### src/rtl/lais_pkg.sv
package lais_pkg;
   typedef enum logic {ST_CLEAR = 1'b0, ST_DECL = 1'b1} lais_state_e;
endpackage

### src/rtl/lais_match.sv
module lais_match #(
   parameter int BYTE_W  = 8,
   parameter int FIELD_W = 3,
   parameter int FIELD_LSB = 0
) (
   input  logic [BYTE_W-1:0] byte_i,
   output logic              hit_o
);
   initial begin
      if (FIELD_LSB + FIELD_W > BYTE_W)
         $error("lais_match: field exceeds byte");
   end
   localparam logic [FIELD_W-1:0] PATTERN = '1;
   assign hit_o = (byte_i[FIELD_LSB +: FIELD_W] == PATTERN);
endmodule

### src/rtl/lais_run_cnt.sv
module lais_run_cnt #(
   parameter int RUN_LEN = 5,
   localparam int CNT_W = $clog2(RUN_LEN + 1)
) (
   input  logic clk,
   input  logic rst,
   input  logic step_i,
   input  logic qual_i,
   output logic done_o
);
   initial begin
      if (RUN_LEN < 1) $error("lais_run_cnt: RUN_LEN must be >= 1");
   end
   localparam logic [CNT_W-1:0] LAST = CNT_W'(RUN_LEN - 1);
   logic [CNT_W-1:0] cnt_q;

   always_ff @(posedge clk) begin
      if (rst) begin
         cnt_q <= '0;
      end else if (step_i) begin
         if (!qual_i || cnt_q == LAST) cnt_q <= '0;
         else cnt_q <= cnt_q + 1'b1;
      end
   end

   assign done_o = step_i && qual_i && (cnt_q == LAST);

   a_r6_hold_no_step: assert property (@(posedge clk) disable iff (rst)
      !step_i |=> $stable(cnt_q));
   a_r5_break_restart: assert property (@(posedge clk) disable iff (rst)
      (step_i && !qual_i) |=> (cnt_q == '0));
   a_r9_bounded: assert property (@(posedge clk) disable iff (rst)
      cnt_q <= LAST);
endmodule

### src/rtl/lais_detector.sv
module lais_detector
   import lais_pkg::*;
#(
   parameter int BYTE_W    = 8,
   parameter int FIELD_W   = 3,
   parameter int FIELD_LSB = 0,
   parameter int RUN_LEN   = 5
) (
   input  logic              clk,
   input  logic              rst,
   input  logic              k2_vld_i,
   input  logic [BYTE_W-1:0] k2_i,
   output logic              defect_o,
   output logic              raise_o,
   output logic              drop_o
);
   lais_state_e st_q;
   logic hit, qual, done;

   lais_match #(.BYTE_W(BYTE_W), .FIELD_W(FIELD_W), .FIELD_LSB(FIELD_LSB)) u_match (
      .byte_i(k2_i), .hit_o(hit));

   // qualifying condition is the one that would move the state
   assign qual = (st_q == ST_CLEAR) ? hit : !hit;

   lais_run_cnt #(.RUN_LEN(RUN_LEN)) u_cnt (
      .clk(clk), .rst(rst), .step_i(k2_vld_i), .qual_i(qual), .done_o(done));

   always_ff @(posedge clk) begin
      if (rst) begin
         st_q    <= ST_CLEAR;
         raise_o <= 1'b0;
         drop_o  <= 1'b0;
      end else begin
         raise_o <= done && (st_q == ST_CLEAR);
         drop_o  <= done && (st_q == ST_DECL);
         if (done) st_q <= (st_q == ST_CLEAR) ? ST_DECL : ST_CLEAR;
      end
   end

   assign defect_o = (st_q == ST_DECL);

   a_r7_raise_edge: assert property (@(posedge clk) disable iff (rst)
      raise_o |-> (defect_o && !$past(defect_o)));
   a_r8_drop_edge: assert property (@(posedge clk) disable iff (rst)
      drop_o |-> (!defect_o && $past(defect_o)));
   a_r7_rise_has_pulse: assert property (@(posedge clk) disable iff (rst)
      $rose(defect_o) |-> raise_o);
   a_r8_fall_has_pulse: assert property (@(posedge clk) disable iff (rst)
      $fell(defect_o) |-> drop_o);
   a_r6_no_strobe_stable: assert property (@(posedge clk) disable iff (rst)
      !k2_vld_i |=> $stable(defect_o));
   a_r7_exclusive: assert property (@(posedge clk) disable iff (rst)
      $onehot0({raise_o, drop_o}));
endmodule

### config.mk
export PLATFORM = sky130hd
export DESIGN_NAME = lais_detector
export DESIGN_NICKNAME = d
export VERILOG_FILES = /design/src/rtl/lais_pkg.sv /design/src/rtl/lais_match.sv /design/src/rtl/lais_run_cnt.sv /design/src/rtl/lais_detector.sv
export SDC_FILE = /design/constraint.sdc
export NUM_CORES = 1
export LEC_CHECK = 0
export ABC_AREA = 1
export BUFFER_PORTS_ARGS = -buffer_cell sky130_fd_sc_hd__buf_2
export CAP_MARGIN = 40
export CORE_AREA = 3 3 40 42
export DETAILED_ROUTE_END_ITERATION = 16
export DIE_AREA = 0 0 43 45
export PLACE_DENSITY = 0.49
export SLEW_MARGIN = 30
export SYNTH_ARGS = -nofsm -noshare
export SYNTH_HDL_FRONTEND = slang
export SYNTH_SLANG_ARGS = --single-unit
### constraint.sdc
create_clock -name clk -period 2.6 [get_ports clk]
set_clock_uncertainty 0.1 [all_clocks]
set_input_delay 0.52 -clock clk [delete_from_list [all_inputs] [get_ports clk]]
set_output_delay 0.52 -clock clk [all_outputs]
set_load 0.02 [all_outputs]
==> results.py, run 1 <==
metrics = {
    "run_status": {
        "status": "finished, final reports clean",
    },
    "synthesis": {
        "synth-simple-area-share": 0.271,
        "synth_top_family_by_area": "simple AND/OR/NAND/NOR gates",
        "synth_top_area_cell": "dfxtp_1",
        "synth_top_area_frac": 0.449,
        "yosysUniqueCellTypes": 14,
        "synth_area_um2": 268,
        "synth_compound_area_frac": 0.0374,
        "synthAdderAreaFrac": 0.0935,
        "synth-seq-cells": 6,
        "synthCells": 33,
        "yosys_warnings": 0,
        "synth_nets": 46,
        "yosys-top-cells-area": "dfxtp_1, ha_1, inv_1, nor2_1, nand2_1",
        "yosys-mux-area-fraction": 0,
        "avgSynthCellArea_um2": 8.11,
        "synth-xor-area-share": 0.0654,
        "yosysSeqAreaShare": 0.449,
    },
    "clocking": {
        "clock_latency_ps": 240,
        "ctsResizeCount": 0,
        "cts_tree": "done",
        "post_cts_buffers": 0,
        "cts_buffer_depth": 2,
        "cts_sinks": 6,
        "h-tree-depth": 1,
        "clk_pin_slew_worst_paths_ps": 50,
        "clockRootBuffer": "clkbuf_4",
        "hold_buffers": 0,
        "cts_made_buffers": 3,
    },
    "sta": {
        "tightest_slew_ps": 147,
        "finalCritPeriodShare": 0.541,
        "final.setup.tns_ps": 0,
        "fin_crit_ps": 1410,
        "max_freq_ghz": 0.710,
        "finalSetupViolCount": 0,
        "rsz0062_at_grt": "no",
        "slew_headroom": 0.901,
        "hold_violations": 0,
        "final_max_slew_viol_count": 0,
        "setup_ws_ps": 1190,
    },
    "drt": {
        "routedWlPerCell_um": 8.25,
        "viasPerCell": 3.76,
        "firstDrtPassIters": 3,
        "drt_iter0_markers": 3,
        "routed_wl_um": 487,
        "route.antenna.remaining_nets": 0,
        "route.detailed.drc": 0,
        "via_count": 222,
    },
    "cells_and_area": {
        "final_layout_size_suffix_gt1_frac": 0.273,
        "final_cell_area_um2": 349,
        "synthToLayoutAreaGrowth_pct": 30.4,
        "fin_nets": 59,
        "final_cell_mix": "buf_2, inv_1, dfxtp_1, nor2_1, nand2_1",
        "layout_commonest_cell": "buf_2",
        "fill_cells": 138,
        "num_antenna_cells": 0,
    },
    "worst_setup_path": {
        "arrival_ps": 790,
        "worstRegToRegCells": 7,
        "cp_num_buf_inv": 1,
        "rr_endpoint": "u_cnt.cnt_q[2]$_SDFFE_PP0P_",
        "crit_family": "flip-flops",
        "r2r_setup_slack_ps": 1430,
        "cp.required_ps": 1980,
        "slowest_delay_ps": 360,
        "cp.depth": 1,
        "worstPathMaxFanout": 4,
        "startpoint_type": "flip-flop",
        "regToRegStartpoint": "u_cnt.cnt_q[0]$_SDFFE_PP0P_",
        "crit_chain": "buf_2",
        "cpMaxStageDelayCell": "dfxtp_1",
        "cp-end-kind": "output port",
        "worstSetupPathType": "flip-flop to output port",
    },
    "pwr": {
        "p_per_area_nw_per_um2": 557,
        "peakVddDrop_v": 0.000281,
        "p_leak_uw": 0.000171,
        "power.total_uw": 194,
    },
    "floorplanning": {
        "initial_utilization": 0.208,
        "io_pins": 14,
        "dieArea_um2": 1940,
        "fp.dieH_um": 45,
        "coreArea_um2": 1280,
        "placementRows": 13,
        "die_w_um": 43,
    },
    "hold_path": {
        "min_from": "rst",
        "hold_path_end": "drop_o$_SDFF_PP0_",
        "hold_path.class": "input port to flip-flop",
        "worstHoldPathCells": 2,
    },
    "global_route": {
        "grt_usage": 0.0582,
        "grt-ovfl-total": 0,
        "grt_pass1_vias": 199,
        "grt_max_degree": 7,
        "antenna_found_initial": 0,
        "grt_pass1_wl_um": 765,
    },
    "placement": {
        "hpwl_um": 370,
        "gp_congestion": 0.629,
        "dpl_cell_area_um2": 327,
        "place.port_buffers": 8,
        "dp_slack_ps": 1310,
    },
    "run": {
        "maxCapViolations": 0,
    },
}
area by class of cell:
type | count | area [um2] | area share
Clock buffer | 3 | 22.5 | 0.0645
Inverter | 6 | 22.5 | 0.0645
Multi-Input combinational cell | 21 | 125 | 0.358
Sequential cell | 6 | 120 | 0.344
Tap cell | 15 | 18.8 | 0.0538
Timing Repair Buffer | 8 | 40.0 | 0.115
state kept, by name, indices dropped and copies added, names as in the netlist:
signal       cells
defect_o         1
raise_o          1
drop_o           1
u_cnt.cnt_q      3
metal layers:
metal  vias to the layer above  routed length [um]  track usage
met2                         7                 176       0.0749
met3                         2                  49       0.0637
met1                        86                 252       0.0624
li1                        127                   -            -
met4                         0                   8       0.0181
met5                         -                   0            0
stage by stage:
step / hold slack, ps / std cells / utilization
after floorplan: 376 / 33 / -
after global placement: 344 / 56 / 0.254
after detailed placement: 359 / 56 / 0.254
after CTS: 352 / 59 / 0.272
after global routing: 358 / 59 / 0.272
final: 360 / 59 / 0.272
cells by family after synthesis:
family / Yosys count
compound gates: 2
buf+inv: 6
simple gates: 15
flops: 6
xor+xnor: 2
fa+ha+maj: 2
where the power goes:
part	switching, uW	internal [uW]
clock network	32.7	52.2
registers	1.12	93.7
logic	7.70	7.09
cells in the mapped netlist:
library cell  count
nand3b_1          1
nor2_1            5
xnor2_1           1
o21ai_0           1
nand4_1           1
nand3_2           1
inv_1             6
nand2_1           4
nor3_1            1
dfxtp_1           6
nand3_1           2
a21oi_1           1
xor2_1            1
ha_1              2
how the worst max path moves through the flow:
stage	start	end	slack, ps
detailed placement	k2_vld_i	u_cnt.cnt_q[2]$_SDFFE_PP0P_	1310
floorplan	k2_i[2]	u_cnt.cnt_q[0]$_SDFFE_PP0P_	1530
global route	defect_o$_SDFFE_PP0P_	defect_o	1140
global placement	k2_vld_i	u_cnt.cnt_q[0]$_SDFFE_PP0P_	1320
CTS	defect_o$_SDFFE_PP0P_	defect_o	1180
finish	defect_o$_SDFFE_PP0P_	defect_o	1190
No activity file was read; power rests on OpenSTA's default activity.
==> run 2: changes to the inputs <==
--- a/config.mk
+++ b/config.mk
@@ -11,7 +11,7 @@
 export CORE_AREA = 3 3 40 42
 export DETAILED_ROUTE_END_ITERATION = 16
 export DIE_AREA = 0 0 43 45
-export PLACE_DENSITY = 0.49
+export PLACE_DENSITY = 0.5
 export SLEW_MARGIN = 30
 export SYNTH_ARGS = -nofsm -noshare
 export SYNTH_HDL_FRONTEND = slang
==> constraint.sdc (replaced) <==
create_clock -name clk -period 1.2 [get_ports clk]
set_clock_uncertainty 0.1 [all_clocks]
set_input_delay 0.24 -clock clk [delete_from_list [all_inputs] [get_ports clk]]
set_output_delay 0.24 -clock clk [all_outputs]
set_load 0.02 [all_outputs]
==> run 2 against run 1 <==
Against the previous run:
- sequential power up 110%
- worst hold slack worse by 290 ps
- critical path depth up 6
- routed wire length down 1.0%
- combinational power up 150%
- critical endpoint is now u_cnt.cnt_q[2]$_SDFFE_PP0P_
- highest routed layer unchanged
==> results.py, run 2 (synthesis gave the netlist of run 1 again) <==
metrics = {
    "run": {
        "maxCapViolations": 0,
    },
    "worst_setup_path": {
        "worstPathMaxFanout": 3,
        "crit_path_start": "u_cnt.cnt_q[1]$_SDFFE_PP0P_",
        "worstRegToRegCells": 7,
        "regToRegStartpoint": "u_cnt.cnt_q[1]$_SDFFE_PP0P_",
        "r2r_setup_slack_ps": 70,
        "cp.required_ps": 1240,
        "worstSetupPathType": "flip-flop to flip-flop",
        "arrival_ps": 1160,
        "crit_path_end": "u_cnt.cnt_q[2]$_SDFFE_PP0P_",
        "rr_endpoint": "u_cnt.cnt_q[2]$_SDFFE_PP0P_",
        "startpoint_type": "flip-flop",
        "cp-end-kind": "flip-flop",
    },
    "cells_and_area": {
        "layout_commonest_cell": "buf_2",
        "fill_cells": 144,
        "final_cell_mix": "buf_2, inv_1, dfxtp_1, nor2_1, nand2_1",
        "largest_register": "u_cnt.cnt_q",
        "final_layout_size_suffix_gt1_frac": 0.289,
        "num_antenna_cells": 0,
        "utilization": 0.278,
        "fin_nets": 60,
        "synthToLayoutAreaGrowth_pct": 33.2,
        "largest_register_ffs": 3,
        "final_cell_area_um2": 357,
    },
    "clocking": {
        "clock_latency_ps": 240,
        "h-tree-depth": 1,
        "cts_made_buffers": 3,
        "cts_buffer_depth": 2,
        "clockRootBuffer": "clkbuf_4",
        "ctsResizeCount": 0,
        "cts_tree": "done",
        "clk_pin_slew_worst_paths_ps": 50,
        "hold_buffers": 0,
        "post_cts_buffers": 0,
        "cts_sinks": 6,
    },
    "sta": {
        "slew_headroom": 0.906,
        "finalCritPeriodShare": 0.938,
        "max_freq_ghz": 0.888,
        "hold_violations": 0,
        "setup_ws_ps": 74.1,
        "rsz0062_at_grt": "no",
        "finalSetupViolCount": 0,
        "final_max_slew_viol_count": 0,
        "fin_crit_ps": 1130,
        "final.setup.tns_ps": 0,
        "tightest_slew_ps": 141,
    },
    "placement": {
        "place.port_buffers": 8,
        "dp_slack_ps": 83.8,
        "dpl_cell_area_um2": 334,
        "hpwl_um": 377,
        "gp_congestion": 0.641,
    },
    "floorplanning": {
        "coreArea_um2": 1280,
        "die_w_um": 43,
        "io_pins": 14,
        "initial_utilization": 0.208,
        "fp.dieH_um": 45,
        "dieArea_um2": 1940,
        "placementRows": 13,
    },
    "drt": {
        "viasPerCell": 3.87,
        "drt_iter0_markers": 3,
        "firstDrtPassIters": 2,
        "routedWlPerCell_um": 8.03,
        "via_count": 232,
        "route.detailed.drc": 0,
        "route.antenna.remaining_nets": 0,
        "routed_wl_um": 482,
    },
    "pwr": {
        "p_per_area_nw_per_um2": 1210,
        "peakVddDrop_v": 0.000375,
        "p_leak_uw": 0.000177,
    },
    "global_route": {
        "antenna_found_initial": 0,
        "grt_pass1_wl_um": 738,
        "grt-ovfl-total": 0,
        "grt_usage": 0.0575,
        "grt_max_degree": 7,
        "grt_pass1_vias": 183,
    },
    "hold_path": {
        "worstHoldPathCells": 2,
        "hold_path.class": "input port to flip-flop",
    },
    "run_status": {
        "status": "finished, final reports clean",
    },
}
-- run 2: worst max-delay path, stage by stage (launching register included) --
cell and delay (ps):
dfxtp_1 300, inv_1 70, ha_1 160, nand3_2 90
nand2_1 90, inv_1 40, nand2_1 110, nor2_1 50
-- run 2: how the worst min path moves through the flow --
stage               start                 to  slack (ps)
finish                rst  drop_o$_SDFF_PP0_          70
global route          rst  drop_o$_SDFF_PP0_          70
CTS                   rst  drop_o$_SDFF_PP0_          70
detailed placement    rst  drop_o$_SDFF_PP0_         330
global placement      rst  drop_o$_SDFF_PP0_         330
floorplan             rst  drop_o$_SDFF_PP0_         220
-- run 2: final cells by class --
cell class                 count  area (um2)  share of cell area
sequential                     6         120               0.337
inverter                       6        22.5              0.0632
timing repair buffer           9        47.5               0.133
multi-input combinational     21         125               0.351
tap                           15        18.8              0.0526
clock buffer                   3        22.5              0.0632
-- run 2: layer usage --
metal  GRT usage  vias up  wire length [um]
met2      0.0689        7               191
met1      0.0604       93               231
met4      0.0542        0                17
li1            -      128                 -
met5           0        -                 0
met3      0.0478        4                43
-- run 2: power breakdown --
group / total, uW / leakage (uW) / internal, uW / switching (uW)
logic: 36.8 / 0.000114 / 18.1 / 18.6
registers: 204 / 0.0000485 / 203 / 1.44
clock network: 189 / 0.0000138 / 113 / 75.9
-- run 2: through the flow --
| step | hold slack [ps] | std cells | power [uW] |
|---|---|---|---|
| final | 74.6 | 60 | 430 |
| after global routing | 73.1 | 60 | 455 |
| after CTS | 72.9 | 60 | 436 |
| after detailed placement | 330 | 57 | 245 |
| after global placement | 330 | 57 | 245 |
| after floorplan | 218 | 33 | 227 |
==> run 3: changes to the inputs <==
--- a/config.mk
+++ b/config.mk
@@ -6,12 +6,13 @@
 export NUM_CORES = 1
 export LEC_CHECK = 0
 export ABC_AREA = 1
-export BUFFER_PORTS_ARGS = -buffer_cell sky130_fd_sc_hd__buf_2
 export CAP_MARGIN = 40
 export CORE_AREA = 3 3 40 42
 export DETAILED_ROUTE_END_ITERATION = 16
 export DIE_AREA = 0 0 43 45
-export PLACE_DENSITY = 0.5
+export DONT_BUFFER_PORTS = 1
+export PLACE_DENSITY = 0.41
+export REMOVE_ABC_BUFFERS = 1
 export SLEW_MARGIN = 30
 export SYNTH_ARGS = -nofsm -noshare
 export SYNTH_HDL_FRONTEND = slang
==> run 3 against run 2 <==
Against the previous run:
- combinational power decreased by 20%
- maximum frequency increased by 2.2%
- sequential power about the same
- register-to-register slack improved by 20 ps
- clock power decreased by 6%
- clock-buffer cell count unchanged
- final area decreased by 4.2%
- routed wire length decreased by 4.1%
- power decreased by 4.1%
- non-clock buffer count decreased by 6
- first-iteration DRC count decreased by 33%
- largest cell class unchanged
==> results.py, run 3 (synthesis gave the netlist of run 1 again) <==
metrics = {
    "run_status": {
        "status": "finished, final reports clean",
    },
    "worst_setup_path": {
        "cpMaxStageDelayCell": "dfxtp_2",
        "cp-end-kind": "flip-flop",
        "worstSetupPathType": "flip-flop to flip-flop",
        "rr_endpoint": "u_cnt.cnt_q[2]$_SDFFE_PP0P_",
        "slowest_delay_ps": 310,
        "crit_chain": "inv_1, ha_1, nand3_2, nand2_1, inv_1, nand2_2, nor2_1",
        "startpoint_type": "flip-flop",
        "regToRegStartpoint": "u_cnt.cnt_q[1]$_SDFFE_PP0P_",
        "arrival_ps": 1130,
        "crit_path_end": "u_cnt.cnt_q[2]$_SDFFE_PP0P_",
        "r2r_setup_slack_ps": 100,
        "cp.required_ps": 1230,
        "worstRegToRegCells": 7,
        "worstPathMaxFanout": 3,
        "crit_path_frequent_cell": "inv_1",
        "crit_path_start": "u_cnt.cnt_q[1]$_SDFFE_PP0P_",
    },
    "sta": {
        "max_freq_ghz": 0.907,
        "final_max_slew_viol_count": 0,
        "slew_headroom": 0.867,
        "tightest_slew_ps": 200,
        "setup_ws_ps": 98.0,
        "hold_slack_ps": 58.3,
        "hold_violations": 0,
        "finalCritPeriodShare": 0.918,
        "fin_crit_ps": 1100,
        "rsz0062_at_grt": "no",
        "final.setup.tns_ps": 0,
        "finalSetupViolCount": 0,
    },
    "drt": {
        "routedWlPerCell_um": 8.56,
        "route.detailed.drc": 0,
        "route.antenna.remaining_nets": 0,
        "via_count": 228,
        "routed_wl_um": 462,
        "drt_iter0_markers": 2,
        "viasPerCell": 4.22,
        "firstDrtPassIters": 3,
    },
    "global_route": {
        "grt_pass1_vias": 231,
        "grt_usage": 0.0617,
        "grt_pass1_wl_um": 793,
        "antenna_found_initial": 0,
        "grt-ovfl-total": 0,
        "grt_max_degree": 7,
    },
    "pwr": {
        "p_per_area_nw_per_um2": 1210,
        "peakVddDrop_v": 0.000538,
        "p_leak_uw": 0.000151,
    },
    "clocking": {
        "clockRootBuffer": "clkbuf_4",
        "h-tree-depth": 1,
        "cts_buffer_depth": 2,
        "cts_sinks": 6,
        "clk_pin_slew_worst_paths_ps": 40,
        "cts_tree": "done",
        "clock_latency_ps": 240,
        "cts_made_buffers": 3,
    },
    "floorplanning": {
        "coreArea_um2": 1280,
        "fp.dieH_um": 45,
        "placementRows": 13,
        "initial_utilization": 0.208,
        "io_pins": 14,
        "dieArea_um2": 1940,
        "die_w_um": 43,
    },
    "placement": {
        "place.port_buffers": 0,
        "gp_congestion": 0.662,
        "hpwl_um": 390,
        "dpl_cell_area_um2": 294,
        "dp_slack_ps": 38.2,
    },
    "run": {
        "maxCapViolations": 0,
    },
    "cells_and_area": {
        "synthToLayoutAreaGrowth_pct": 27.6,
        "largest_register": "u_cnt.cnt_q",
        "final_layout_size_suffix_gt1_frac": 0.256,
        "largest_register_ffs": 3,
        "layout_commonest_cell": "inv_1",
        "final_cell_area_um2": 342,
        "num_antenna_cells": 0,
        "final_cell_mix": "inv_1, nor2_1, dfxtp_1, nand2_1, clkbuf_4",
        "fin_nets": 54,
    },
    "hold_path": {
        "hold_path.class": "input port to flip-flop",
    },
}
[run 3: cell count changes in the layout (fill, tap and decap cells not counted), sizes merged]
cell	before	now
buf	9	2
dlygate4sd3	0	1
[run 3: worst min-delay path by stage]
stage / start / to / cells past startpoint
after floorplan: rst / drop_o$_SDFF_PP0_ / 1
after global placement: rst / drop_o$_SDFF_PP0_ / 1
after detailed placement: rst / drop_o$_SDFF_PP0_ / 1
after CTS: k2_vld_i / drop_o$_SDFF_PP0_ / 2
after global routing: k2_vld_i / u_cnt.cnt_q[1]$_SDFFE_PP0P_ / 2
final: k2_vld_i / u_cnt.cnt_q[0]$_SDFFE_PP0P_ / 2
[run 3: timing repair]
item	CTS	global route
setup endpoints to repair	0	4
setup buffers	0	1
hold buffers	1	0
gates resized for setup	0	4
endpoints found under the hold margin	1	0
[run 3: final cells by class]
class,count,area (um2)
Sequential cell,6,123
Fill cell,150,943
Timing Repair Buffer,3,25.0
Inverter,6,22.5
Tap cell,15,18.8
Clock buffer,3,22.5
Multi-Input combinational cell,21,130
[run 3: routing by layer]
layer / vias up / global-route usage / part of all wire
met5: - / 0 / 0
met4: 0 / 0.0181 / 0
met3: 0 / 0.0757 / 0.15
met2: 11 / 0.0928 / 0.49
met1: 101 / 0.0508 / 0.35
li1: 116 / - / -
[run 3: worst max-delay path: cells and delay by family, from the launching register on]
family / cells / cell delay [ps]
flip-flops: 1 / 310
AND/OR/NAND/NOR: 4 / 300
adder cells (fa/ha/maj): 1 / 160
buffers and inverters: 2 / 120
[run 3: stage by stage]
stage                      util  instances  total power, uW
after floorplan               -         33              227
after global routing      0.266         54              444
after global placement    0.229         49              228
after CTS                 0.254         53              416
after detailed placement  0.229         49              230
final                     0.266         54              413
[run 3: power by group]
| part | switching, uW | leakage, uW | internal (uW) |
|---|---|---|---|
| Clock | 65.3 | 0.0000138 | 113 |
| Combinational | 14.1 | 0.0000877 | 15.5 |
| Sequential | 1.40 | 0.0000494 | 204 |
| Total | 80.7 | 0.000151 | 332 |
